<file path="src/rtl/inject_guard_pkg.sv">
// Shared types for the injection flood guard.
// Assumes nothing beyond a synchronous design context.
package inject_guard_pkg;

    // Tracker state: no run yet, run in progress, port blocked
    typedef enum logic [1:0] {
        TRK_IDLE    = 2'd0,
        TRK_RUN     = 2'd1,
        TRK_BLOCKED = 2'd2
    } trk_state_t;

endpackage

</file>
<file path="src/rtl/inject_run_tracker.sv">
// Per-port run-length tracker. It counts consecutive sends to the same
// destination and latches a blocked state when the run exceeds the limit.
// Assumes: one frame per cycle at most; clear has priority over sends.
module inject_run_tracker
    import inject_guard_pkg::*;
#(
    parameter int DEST_W = 2,
    parameter int RUN_W  = 4
) (
    input  logic              clk,
    input  logic              rst_n,
    input  logic              send,
    input  logic [DEST_W-1:0] dest,
    input  logic              clear,
    input  logic [RUN_W-1:0]  limit,
    output logic              blocked
);

    localparam logic [RUN_W-1:0] RUN_MAX = '1;
    localparam logic [RUN_W-1:0] RUN_ONE = RUN_W'(1);

    trk_state_t        state_q, state_d;
    logic [RUN_W-1:0]  run_q, run_d;
    logic [DEST_W-1:0] target_q, target_d;
    logic [RUN_W-1:0]  run_next;

    // Length the run would have if this cycle's send is counted
    always_comb begin
        if (state_q == TRK_RUN && dest == target_q)
            run_next = (run_q == RUN_MAX) ? run_q : run_q + RUN_ONE;
        else
            run_next = RUN_ONE;
    end

    // Next-state logic: clear, then counting, then block decision
    always_comb begin
        state_d  = state_q;
        run_d    = run_q;
        target_d = target_q;
        if (clear) begin
            state_d = TRK_IDLE;
            run_d   = '0;
        end else if (send && state_q != TRK_BLOCKED) begin
            run_d    = run_next;
            target_d = dest;
            state_d  = (run_next > limit) ? TRK_BLOCKED : TRK_RUN;
        end
    end

    // State registers with synchronous active-low reset
    always_ff @(posedge clk) begin
        if (!rst_n) begin
            state_q  <= TRK_IDLE;
            run_q    <= '0;
            target_q <= '0;
        end else begin
            state_q  <= state_d;
            run_q    <= run_d;
            target_q <= target_d;
        end
    end

    assign blocked = (state_q == TRK_BLOCKED);

endmodule

</file>
<file path="src/rtl/inject_block_counter.sv">
// Counts blocked ports and raises a shutdown indication at two or more.
// Assumes: flag vector is registered upstream; output is combinational.
module inject_block_counter #(
    parameter int NUM_PORTS = 4,
    parameter int CNT_W     = $clog2(NUM_PORTS + 1)
) (
    input  logic [NUM_PORTS-1:0] flags,
    output logic [CNT_W-1:0]     count,
    output logic                 shutdown
);

    localparam logic [CNT_W-1:0] SHUT_AT = CNT_W'(2);

    // Population count of the flag vector
    always_comb begin
        count = '0;
        for (int i = 0; i < NUM_PORTS; i++)
            count = count + CNT_W'(flags[i]);
    end

    assign shutdown = (count >= SHUT_AT);

endmodule

</file>
<file path="src/rtl/inject_guard.sv">
// Top of the injection flood guard: one run tracker per local port, gating
// of injections from blocked ports, transit pass-through and shutdown count.
// Assumes: destinations are packed per port in inj_dest; limit is shared.
module inject_guard #(
    parameter int NUM_PORTS = 4,
    parameter int DEST_W    = 2,
    parameter int RUN_W     = 4,
    parameter int CNT_W     = $clog2(NUM_PORTS + 1)
) (
    input  logic                        clk,
    input  logic                        rst_n,
    input  logic [RUN_W-1:0]            run_limit,
    input  logic [NUM_PORTS-1:0]        inj_valid,
    input  logic [NUM_PORTS*DEST_W-1:0] inj_dest,
    input  logic [NUM_PORTS-1:0]        inj_clear,
    input  logic [NUM_PORTS-1:0]        transit_valid_in,
    output logic [NUM_PORTS-1:0]        inj_valid_out,
    output logic [NUM_PORTS-1:0]        transit_valid_out,
    output logic [NUM_PORTS-1:0]        attack_flag,
    output logic [CNT_W-1:0]            blocked_count,
    output logic                        shutdown
);

    logic [NUM_PORTS-1:0] blocked;

    // One tracker and one gate per local port
    for (genvar p = 0; p < NUM_PORTS; p++) begin : g_port
        inject_run_tracker #(
            .DEST_W (DEST_W),
            .RUN_W  (RUN_W)
        ) u_trk (
            .clk     (clk),
            .rst_n   (rst_n),
            .send    (inj_valid[p]),
            .dest    (inj_dest[p*DEST_W +: DEST_W]),
            .clear   (inj_clear[p]),
            .limit   (run_limit),
            .blocked (blocked[p])
        );
        assign inj_valid_out[p] = inj_valid[p] & ~blocked[p];
    end

    assign attack_flag       = blocked;
    assign transit_valid_out = transit_valid_in;

    inject_block_counter #(
        .NUM_PORTS (NUM_PORTS),
        .CNT_W     (CNT_W)
    ) u_cnt (
        .flags    (blocked),
        .count    (blocked_count),
        .shutdown (shutdown)
    );

endmodule

</file>
<file path="config.mk">
export PLATFORM = sky130hd
export DESIGN_NAME = inject_guard
export DESIGN_NICKNAME = d
export VERILOG_FILES = /design/src/rtl/inject_guard_pkg.sv /design/src/rtl/inject_run_tracker.sv /design/src/rtl/inject_block_counter.sv /design/src/rtl/inject_guard.sv
export SDC_FILE = /design/constraint.sdc
export NUM_CORES = 1
export LEC_CHECK = 0
export BUFFER_PORTS_ARGS = -buffer_cell sky130_fd_sc_hd__buf_2
export CORE_ASPECT_RATIO = 1.5
export CORE_MARGIN = 1.5
export CORE_UTILIZATION = 46
export CTS_BUF_LIST = sky130_fd_sc_hd__clkbuf_4 sky130_fd_sc_hd__clkbuf_8
export DETAILED_ROUTE_END_ITERATION = 12
export HOLD_SLACK_MARGIN = 0.06
export MAX_ROUTING_LAYER = met4
export PLACE_DENSITY = 0.67
export SLEW_MARGIN = 10
export SYNTH_ARGS = -nofsm -noshare
export SYNTH_HDL_FRONTEND = slang
export SYNTH_HIERARCHICAL = 1
export SYNTH_SLANG_ARGS = --single-unit
export TNS_END_PERCENT = 100
</file>
<file path="constraint.sdc">
create_clock -name clk -period 4.05 [get_ports clk]
set_input_delay 0.81 -clock clk [delete_from_list [all_inputs] [get_ports clk]]
set_output_delay 0.81 -clock clk [all_outputs]
set_load 0.01 [all_outputs]
</file>
After elaboration in Yosys (flattened, before gate mapping). Index checks and enable logic that the tools add are counted.

Order comparisons: 5. Add/subtract/negate cells: 7. Equality and inequality tests: 20. Bitwise logic cells: 13. Reductions and logical operators: 16. Multiplexer cells: 12.

Operators with widths (number): 2-to-1 mux 4 bit (8); adder 4 x 1 -> 4 bit, second input constant (4); equality test 4 bit, second input constant (4); > comparator 4 bit (4); inverter 1 bit (9); equality test 2 x 1 -> 1 bit, second input constant (4); equality test 2 bit (4); equality test 2 bit, second input constant (4); logical AND 1 bit (8); 2-to-1 mux 2 bit (4); inequality test 2 bit, second input constant (4); AND reduction 2 bit (4); OR reduction 2 bit (4); adder 3 x 1 -> 3 bit (2); AND 1 bit (4); greater-or-equal comparator 3 x 2 -> 1 bit, second input constant (1); adder 1 x 1 -> 2 bit (1).

Output and inout bits: 16. Register bits: 32.

Longest topological paths before layout. Gate-level depths: netlist (run 1).

Depth in word-level cells: 5. Depth in mapped cells: 9.

Cells and area by module. The synthesis (run 1) kept the hierarchy.

By module, submodules not included: inject_run_tracker (cells an instance 63, area an instance 585.6 um^2, instances 4); inject_guard (cells an instance 8, area an instance 85.1 um^2, instances 1); inject_block_counter (cells an instance 11, area an instance 83.8 um^2, instances 1).

Worst setup path before layout (run 1). No wires, ideal clock.

Kind: register to output. Start point: register g_port[0].u_trk.state_q[0]. End point: output port blocked_count[1]. Arrival time: 1.670 ns. Stages on the path, launching flop included: 9. Path slack: 1.570 ns. Cell sequence: dfxtp_1 > nand2b_4 > inv_2 > inv_1 > fa_1 > inv_1 > ha_1 > inv_1 > ha_1.

Word-level cells in the longest chain between the ends: 4.

RTL lines: from (decl) (RTL line inject_run_tracker.sv:22) `trk_state_t state_q, state_d;`; from (signal assigned) (RTL line inject_run_tracker.sv:57) `state_q <= state_d;`; equality test 2 bit (RTL line inject_run_tracker.sv:63) `assign blocked = (state_q == TRK_BLOCKED);`; named net attack_flag[0] (RTL line inject_guard.sv:19) `output logic [NUM_PORTS-1:0] attack_flag,`; adder 1 x 1 -> 2 bit (RTL line inject_block_counter.sv:18) `count = count + CNT_W'(flags[i]);`; adder 3 x 1 -> 3 bit (2 in a row) (RTL line inject_block_counter.sv:18); to (decl) (RTL line inject_guard.sv:20) `output logic [CNT_W-1:0] blocked_count,`.

The timed path passes the listed nets, and every way through them passes these cells.

Worst setup path in the final report (run 1).
Start point: register g_port[0].u_trk.state_q[1]. End point: output port blocked_count[1].

Word-level cells in the longest chain between the ends: 4.

RTL lines (RTL line): equality test 2 bit (inject_run_tracker.sv:63); adder 1 x 1 -> 2 bit (inject_block_counter.sv:18); adder 3 x 1 -> 3 bit (2 in a row) (inject_block_counter.sv:18).

No other way between the ends.

==> results.yml, run 1 <==
route:
  detail-route-antenna-nets: 0
  num_vias: 2045
  drcViolationCount: 0
  dr.pass1.iters: 4
  wl_per_cell_um: 13.5
  drt-initial-drc-count: 71
  avgViaCountPerCell: 5.51
  routed_wl_mm: 5.00
synth:
  synth_common_cells: "32 x dfxtp_1, 24 x a21oi_1, 23 x ha_1"
  synth_fp_nets: 321
  synth_enable_flop_cells: 0
  post-synth-top-count-cell: "dfxtp_1"
  ys_async_sr_fraction_pct: 0
  synth_area_leaders: "dfxtp_1 26%, ha_1 11%, xnor2_2 5.2%"
  ys_warn_count: 6
  synth_top_area_share_pct: 25.5
  seq_area_frac_synth_pct: 25.5
  synthFlopType: "dfxtp_1"
  syn-mean-instance-area_um2: 9.27
  synth_seq_cells: 32
  synth_top_area_cell: "dfxtp_1"
  synth.distinct_cells: 36
  netlist_instances: 271
  syn_area_um2: 2510
power:
  vdd_drop_max_mv: 0.213
  power_mw: 0.726
  powerDensity_nw_per_um2: 261
  p_leak_nw: 1.35
global_route:
  grt_pass1_vias: 1990
  grt_pass1_wl_mm: 8.62
  grt.overflow.total: 0
  grt_max_degree: 17
  grt_usage_pct: 18.8
  antenna_found_initial: 0
floorplan:
  coreArea_um2: 5200
  initial_core_util_pct: 48.2
  die_height_um: 93.5
  core.rowCount: 32
  num_io_pins: 42
  die_w_um: 63.3
  die_area_um2: 5920
setup_path:
  cp.depth: 9
  slowest_stage: "fa_1"
  critical_path_class: "register to output port"
  cp.required_ps: 3240
  max_stage_delay_ps: 520
  worstPathArrival_ps: 2150
  cp_max_fo: 4
  start_kind: "register"
  timing.critical_path.mode_cell: "inv_1"
  r2r-end: "g_port[2].u_trk/state_q[1]"
  rr_worst_depth: 9
  r2r_start: "g_port[2].u_trk/run_q[0]"
  r2r_slack_ps: 1830
  crit_buf_inv: 5
  cp-end-kind: "output port"
  crit_family: "adder cells"
  worstPathCellList: "nand2b_4 -> inv_2 -> inv_1 -> fa_1 -> inv_1 -> ha_1 -> inv_1 -> ha_1 -> buf_2"
timing:
  fin_crit_ps: 2960
  hold_viol: 0
  fin_crit_sh_pct: 73.0
  grt_setup_unrepaired: "false"
  fmax_ghz: 0.338
  fin_skew_ps: 7.09
  slew_headroom_pct: 79.7
  slew_violations: 0
  worst_pin_slew_ps: 304
  setup_viol: 0
  fin_tns_setup_ps: 0
  whs_ps: 511
placement:
  io_buffers: 33
  dpl.hpwl_mm: 3.97
  dp_cells: 364
  routabilityCongestion: 0.814
clocking:
  numClockSinks: 32
  hold_buffers: 0
  cts_tree: "yes"
  h-tree-depth: 2
  clk_latency_ps: 290
  root_buffer: "clkbuf_8"
  cts_made_buffers: 5
  cts.repair.resized: 0
  post-cts-setup-buffers: 0
  cts.reportedPaths.clkPinSlew_ps: 70
  cts.path.max_buffers: 2
min_path:
  holdPathEnd: "g_port[0].u_trk/run_q[1]"
  hp-start: "g_port[0].u_trk/run_q[1]"
  min_path_cells: 2
  hold_class: "register to register"
cells_and_area:
  final_util_pct: 53.5
  antennaDiodeCount: 0
  layoutNonFillerInstCount: 371
  syn_to_final_growth_pct: 10.8
  drive_above_1_share_pct: 26.4
  fin_nets: 353
flow_run:
  max_cap_viol_count: 0
status:
  status: "complete, no violations"
## state kept, by name, indices dropped and copies added (netlist names)
signal                 cells
g_port.u_trk/run_q        16
g_port.u_trk/state_q       8
g_port.u_trk/target_q      8
## area by class of cell
| class | instances | area (um^2) |
|---|---|---|
| clock buffer | 7 | 96.3 |
| fill | 518 | 2420 |
| inverter | 23 | 86.3 |
| multi-input combinational | 208 | 1710 |
| sequential | 32 | 641 |
| tap | 68 | 85.1 |
| timing repair buffer | 33 | 165 |
## how the worst max path moves through the flow
stage                                          start                to  slack (ps)
final                     g_port[0].u_trk/state_q[1]  blocked_count[1]        1090
after global routing      g_port[0].u_trk/state_q[1]  blocked_count[1]        1010
after CTS                 g_port[0].u_trk/state_q[1]  blocked_count[1]        1090
after detailed placement  g_port[0].u_trk/state_q[1]  blocked_count[1]        1440
after global placement    g_port[0].u_trk/state_q[0]  blocked_count[1]        1480
after floorplan           g_port[0].u_trk/state_q[0]  blocked_count[1]        1570
## where the power goes
part	total [mW]	leakage, nW	internal (mW)	switching [mW]
combinational	0.123	1.04	0.0594	0.0641
sequential	0.336	0.260	0.324	0.0111
clock	0.267	0.0503	0.151	0.116
## layout by cell type, fill, tap and decap left out, types with 7 or more instances in the layout
cell type  synthesis  final
xnor2_2            8      8
nor2b_1           16     16
ha_1              23     23
buf_2              0     33
nand3_1            8      8
a21oi_1           24     24
dfxtp_1           32     32
inv_1             19     19
mux2i_1           12     12
clkbuf_8           0      7
nor2_1            16     16
nand2_1           12     12
## per-stage QoR
| step | cell area, um^2 | setup WS (ps) |
|---|---|---|
| floorplan | 2510 | 1570 |
| finish | 2780 | 1090 |
| detailed placement | 2690 | 1440 |
| global placement | 2690 | 1480 |
| CTS | 2780 | 1090 |
| global route | 2780 | 1010 |
## kinds of logic (layout without fill, tap and decap cells)
| logic type | after synthesis | count (layout) | synth area share (%) |
|---|---|---|---|
| simple gates | 100 | 100 | 27.7 |
| compound gates | 60 | 60 | 16.7 |
| flops | 32 | 32 | 25.5 |
| buf+inv | 31 | 63 | 6.43 |
| fa+ha+maj | 24 | 24 | 12.3 |
| xor+xnor | 12 | 12 | 6.58 |
| mux | 12 | 12 | 4.78 |
## per-layer routing
metal	part of all wire, %	GRT usage [%]
met1	42	20.6
met2	52	33.2
met3	3.8	3.37
met4	2.1	7.79
met5	0	-
## tightest hold or removal path, stage by stage (launching register included)
cell	delay, ps
dfxtp_1	330
nand2_1	60
o22ai_1	70
(Power assumes the default switching activity.)
==> inputs of run 2 (changes only) <==
==> constraint.sdc (replaced) <==
create_clock -name clk -period 3 [get_ports clk]
set_input_delay 0.6 -clock clk [delete_from_list [all_inputs] [get_ports clk]]
set_output_delay 0.6 -clock clk [all_outputs]
set_load 0.01 [all_outputs]
==> run 2 against run 1 <==
Final cell count increased by 0.27%. Clock skew about the same. First-iteration DRC count increased by 8.5%. Non-clock buffer count unchanged. Critical endpoint unchanged. Largest cell class unchanged. Largest power group unchanged.
==> results.yml, run 2 (synthesized netlist as in run 1, its figures left out) <==
status:
  status: "complete, no violations"
flow_run:
  max_cap_viol_count: 0
global_route:
  grt_pass1_wl_mm: 8.55
  grt_usage_pct: 18.6
  use_met2_pct: 32.2
  use_met1_pct: 20.6
  grt_max_degree: 17
  busiest_layer: "met2"
  grt.overflow.total: 0
  antenna_found_initial: 0
  grt_use_met3_pct: 3.37
  grt_pass1_vias: 1985
power:
  powerDensity_nw_per_um2: 345
  switching_share_pct: 26.9
  p_seq_share_pct: 47.2
  switchingPower_mw: 0.258
  p_int_mw: 0.701
  comb_power_share_pct: 17.3
  vdd_drop_max_mv: 0.340
  power.share.clock_pct: 35.5
  p_leak_nw: 1.35
setup_path:
  start_kind: "register"
  timing.critical_path.mode_cell: "inv_1"
  max_stage_delay_ps: 520
  cp.required_ps: 2400
  worstPathCellList: "nand2b_4 -> inv_2 -> inv_1 -> fa_1 -> inv_1 -> ha_1 -> inv_1 -> ha_1 -> buf_2"
  crit_family: "adder cells"
  worstPathArrival_ps: 2110
  crit_buf_inv: 5
  critical_path_class: "register to output port"
  cp_max_fo: 4
  slowest_stage: "fa_1"
  cp-end-kind: "output port"
timing:
  hold_viol: 0
  fin_skew_ps: 7.12
  grt_setup_unrepaired: "false"
  slew_violations: 0
  slew_headroom_pct: 80.2
  setup_viol: 0
  fin_crit_sh_pct: 90.5
  fin_crit_ps: 2710
  fmax_ghz: 0.368
  fin_tns_setup_ps: 0
  worst_pin_slew_ps: 297
min_path:
  hold_class: "register to register"
clocking:
  cts.path.max_buffers: 2
  cts_tree: "yes"
  h-tree-depth: 2
  cts.reportedPaths.clkPinSlew_ps: 70
  post-cts-setup-buffers: 0
  cts_made_buffers: 5
  cts.repair.resized: 0
  clk_latency_ps: 280
  root_buffer: "clkbuf_8"
  numClockSinks: 32
  hold_buffers: 0
route:
  drcViolationCount: 0
  drt-initial-drc-count: 77
  dr.pass1.iters: 6
  detail-route-antenna-nets: 0
  avgViaCountPerCell: 5.47
  wl_per_cell_um: 13.2
  num_vias: 2034
  routed_wl_mm: 4.92
floorplan:
  die_w_um: 63.3
  initial_core_util_pct: 48.2
  coreArea_um2: 5200
  num_io_pins: 42
  die_area_um2: 5920
  die_height_um: 93.5
  core.rowCount: 32
cells_and_area:
  reg.largest.list: "g_port.u_trk/run_q (16), g_port.u_trk/state_q (8), g_port.u_trk/target_q (8)"
  top_register: "g_port.u_trk/run_q"
  fillerInstances: 523
  final_cell_mix: "33 x buf_2, 32 x dfxtp_1, 24 x a21oi_1, 23 x ha_1, 19 x inv_1"
  antennaDiodeCount: 0
  layoutNonFillerInstCount: 372
  drive_above_1_share_pct: 26.6
  fin_nets: 353
  layout_commonest_cell: "buf_2"
  largest_register_ffs: 16
  syn_to_final_growth_pct: 10.7
  final_cell_area_um2: 2780
placement:
  dp_cells: 364
  routabilityCongestion: 0.814
  dpl.hpwl_mm: 3.95
  dpl_cell_area_um2: 2690
  io_buffers: 33
==> run 2: cell types whose count changed in the layout (fill, tap and decap cells not counted) <==
cell and delta:
clkinv_2 +2, clkbuf_8 -1
==> run 2: cell type report <==
cell class,instances,area (um^2),area share (%)
clock buffer,6,82.6,2.97
clock inverter,2,10.0,0.360
inverter,23,86.3,3.11
multi-input combinational,208,1710,61.5
sequential,32,641,23.1
tap,68,85.1,3.06
timing repair buffer,33,165,5.94
==> run 2: path summary, 6_finish.rpt <==
check,slack (ps),start,cells after the start,to
worst max register to register,800,g_port[2].u_trk/run_q[0],9,g_port[2].u_trk/state_q[1]
worst min-delay path,510,g_port[0].u_trk/run_q[1],2,g_port[0].u_trk/run_q[1]
worst max-delay path,290,g_port[0].u_trk/state_q[1],9,blocked_count[1]
worst min register to register,510,g_port[0].u_trk/run_q[1],2,g_port[0].u_trk/run_q[1]
==> run 2: layer usage <==
layer | up-vias | wire (um)
li1 | 1039 | -
met1 | 946 | 2100
met2 | 39 | 2510
met3 | 10 | 191
met4 | 0 | 123
met5 | - | 0
==> run 2: tightest hold or removal path, cell delays in order (launching register included) <==
cell and delay, ps:
dfxtp_1 340, nand2_1 60, o22ai_1 70
==> run 2: power by group through the flow <==
| stage | logic, mW | clock network (mW) | registers (mW) |
|---|---|---|---|
| 3_3_place_gp | 0.164 | 0 | 0.461 |
| 4_1_cts | 0.168 | 0.351 | 0.453 |
| 2_1_floorplan | 0.127 | 0 | 0.460 |
| 3_5_place_dp | 0.167 | 0 | 0.462 |
| 5_1_grt | 0.184 | 0.373 | 0.455 |
| 6_report | 0.166 | 0.340 | 0.453 |
==> run 2: per-stage QoR <==
stage                     total power [mW]  setup WS [ps]  utilization [%]  hold slack (ps)
final                                0.959            285             53.4              510
after global routing                  1.01            157             53.4              535
after CTS                            0.971            269             53.4              506
after detailed placement             0.629            601             51.6              497
after global placement               0.626            636             51.6              493
after floorplan                      0.586            730                -              471
==> inputs of run 3 (changes only) <==
--- a/config.mk
+++ b/config.mk
@@ -14,6 +14,7 @@
 export HOLD_SLACK_MARGIN = 0.06
 export MAX_ROUTING_LAYER = met4
 export PLACE_DENSITY = 0.67
+export RECOVER_POWER = 100
 export SLEW_MARGIN = 10
 export SYNTH_ARGS = -nofsm -noshare
 export SYNTH_HDL_FRONTEND = slang
==> run 3 against run 2 <==
Critical path depth unchanged. Sequential share of layout area increased by 0.52 points. Via count increased by 0.25%. Global-route usage unchanged. Wire length increased by 0.75%. Sequential power about the same. Total power decreased by 0.76%. Die area unchanged. Non-clock buffer count unchanged. Fmax decreased by 1.8%. Critical endpoint unchanged. Hold slack improved by 0.83 ps. Final cell count unchanged. Largest power group unchanged.
==> results.yml, run 3 (synthesized netlist as in run 1, its figures left out) <==
status:
  status: "complete, no violations"
global_route:
  grt_pass1_vias: 1985
  antenna_found_initial: 0
  grt_pass1_wl_mm: 8.55
  grt.overflow.total: 0
  grt_max_degree: 17
  grt_usage_pct: 18.6
timing:
  fin_skew_ps: 7.37
  fin_ws_ps: 235
  grt_setup_unrepaired: "false"
  whs_ps: 511
  fin_crit_ps: 2760
  worst_pin_slew_ps: 502
  hold_viol: 0
  setup_viol: 0
  fin_tns_setup_ps: 0
  slew_headroom_pct: 66.5
  slew_violations: 0
  fin_crit_sh_pct: 92.2
  fmax_ghz: 0.362
route:
  drt-initial-drc-count: 84
  drcViolationCount: 0
  avgViaCountPerCell: 5.48
  routed_wl_mm: 4.96
  detail-route-antenna-nets: 0
  wl_per_cell_um: 13.3
  num_vias: 2039
  dr.pass1.iters: 4
floorplan:
  initial_core_util_pct: 48.2
  die_height_um: 93.5
  coreArea_um2: 5200
  core.rowCount: 32
  die_area_um2: 5920
  num_io_pins: 42
  die_w_um: 63.3
placement:
  dpl.hpwl_mm: 3.95
  dp_cells: 364
  routabilityCongestion: 0.814
  io_buffers: 33
  place_ws_ps: 601
  dpl_cell_area_um2: 2690
setup_path:
  timing.critical_path.mode_cell: "inv_1"
  start_kind: "register"
  critical_path_class: "register to output port"
  cp.required_ps: 2400
  worstPathArrival_ps: 2160
  worstPathCellList: "nand2b_1 -> inv_1 -> inv_1 -> fa_1 -> inv_1 -> ha_1 -> inv_1 -> ha_1 -> buf_2"
  max_stage_delay_ps: 500
  cp-end-kind: "output port"
  cp_max_fo: 4
  slowest_stage: "fa_1"
cells_and_area:
  layout_commonest_cell: "dfxtp_1"
  largest_register_ffs: 16
  final_util_pct: 52.2
  syn_to_final_growth_pct: 8.22
  fin_nets: 353
  reg.largest.list: "g_port.u_trk/run_q (16), g_port.u_trk/state_q (8), g_port.u_trk/target_q (8)"
  top_register: "g_port.u_trk/run_q"
  final_cell_area_um2: 2720
  antennaDiodeCount: 0
  layoutNonFillerInstCount: 372
  drive_above_1_share_pct: 20.1
  final_cell_mix: "32 x dfxtp_1, 24 x a21oi_1, 24 x buf_2, 23 x ha_1, 22 x inv_1"
power:
  p_leak_nw: 1.31
  power_mw: 0.952
  powerDensity_nw_per_um2: 350
  vdd_drop_max_mv: 0.340
clocking:
  cts.path.max_buffers: 2
  hold_buffers: 0
  cts.reportedPaths.clkPinSlew_ps: 70
  post-cts-setup-buffers: 0
  root_buffer: "clkbuf_8"
  numClockSinks: 32
  cts_made_buffers: 5
  clk_latency_ps: 280
  cts.repair.resized: 0
  h-tree-depth: 2
  cts_tree: "yes"
min_path:
  hold_class: "register to register"
flow_run:
  max_cap_viol_count: 0
run 3: cell types whose count changed in the layout (fill, tap and decap cells not counted), sizes merged:
cell / change
clkbuf: +9
buf: -9
run 3: path summary, 6_finish.rpt:
path / startpoint / to / slack (ps) / cells past startpoint
worst min register to register: g_port[0].u_trk/run_q[1] / g_port[0].u_trk/run_q[1] / 510 / 2
worst max-delay path: g_port[1].u_trk/state_q[0] / blocked_count[1] / 240 / 9
worst min-delay path: g_port[0].u_trk/run_q[1] / g_port[0].u_trk/run_q[1] / 510 / 2
worst max register to register: g_port[2].u_trk/run_q[0] / g_port[2].u_trk/state_q[1] / 800 / 9
run 3: power by group:
| group | switching (mW) | internal, mW |
|---|---|---|
| Sequential | 0.0137 | 0.438 |
| Combinational | 0.0856 | 0.0739 |
| Clock | 0.158 | 0.183 |
| Total | 0.257 | 0.695 |
run 3: critical path: cells and delay by family, from the launching register on:
family	cells	cell delay [ps]
adder cells (fa/ha/maj)	3	910
buffers and inverters	5	470
flip-flops	1	330
AND/OR/NAND/NOR	1	170
run 3: cell type report:
| type | instances | area (um^2) |
|---|---|---|
| fill | 528 | 2490 |
| multi-input combinational | 208 | 1660 |
| sequential | 32 | 641 |
| timing repair buffer | 33 | 154 |
| inverter | 23 | 86.3 |
| tap | 68 | 85.1 |
| clock buffer | 6 | 82.6 |
| clock inverter | 2 | 10.0 |
run 3: metal layers:
layer	wire (um)	vias up	GRT usage, %
li1	-	1037	-
met1	2120	950	20.6
met2	2540	44	32.2
met3	205	8	3.37
met4	93	0	8.51
met5	0	-	-
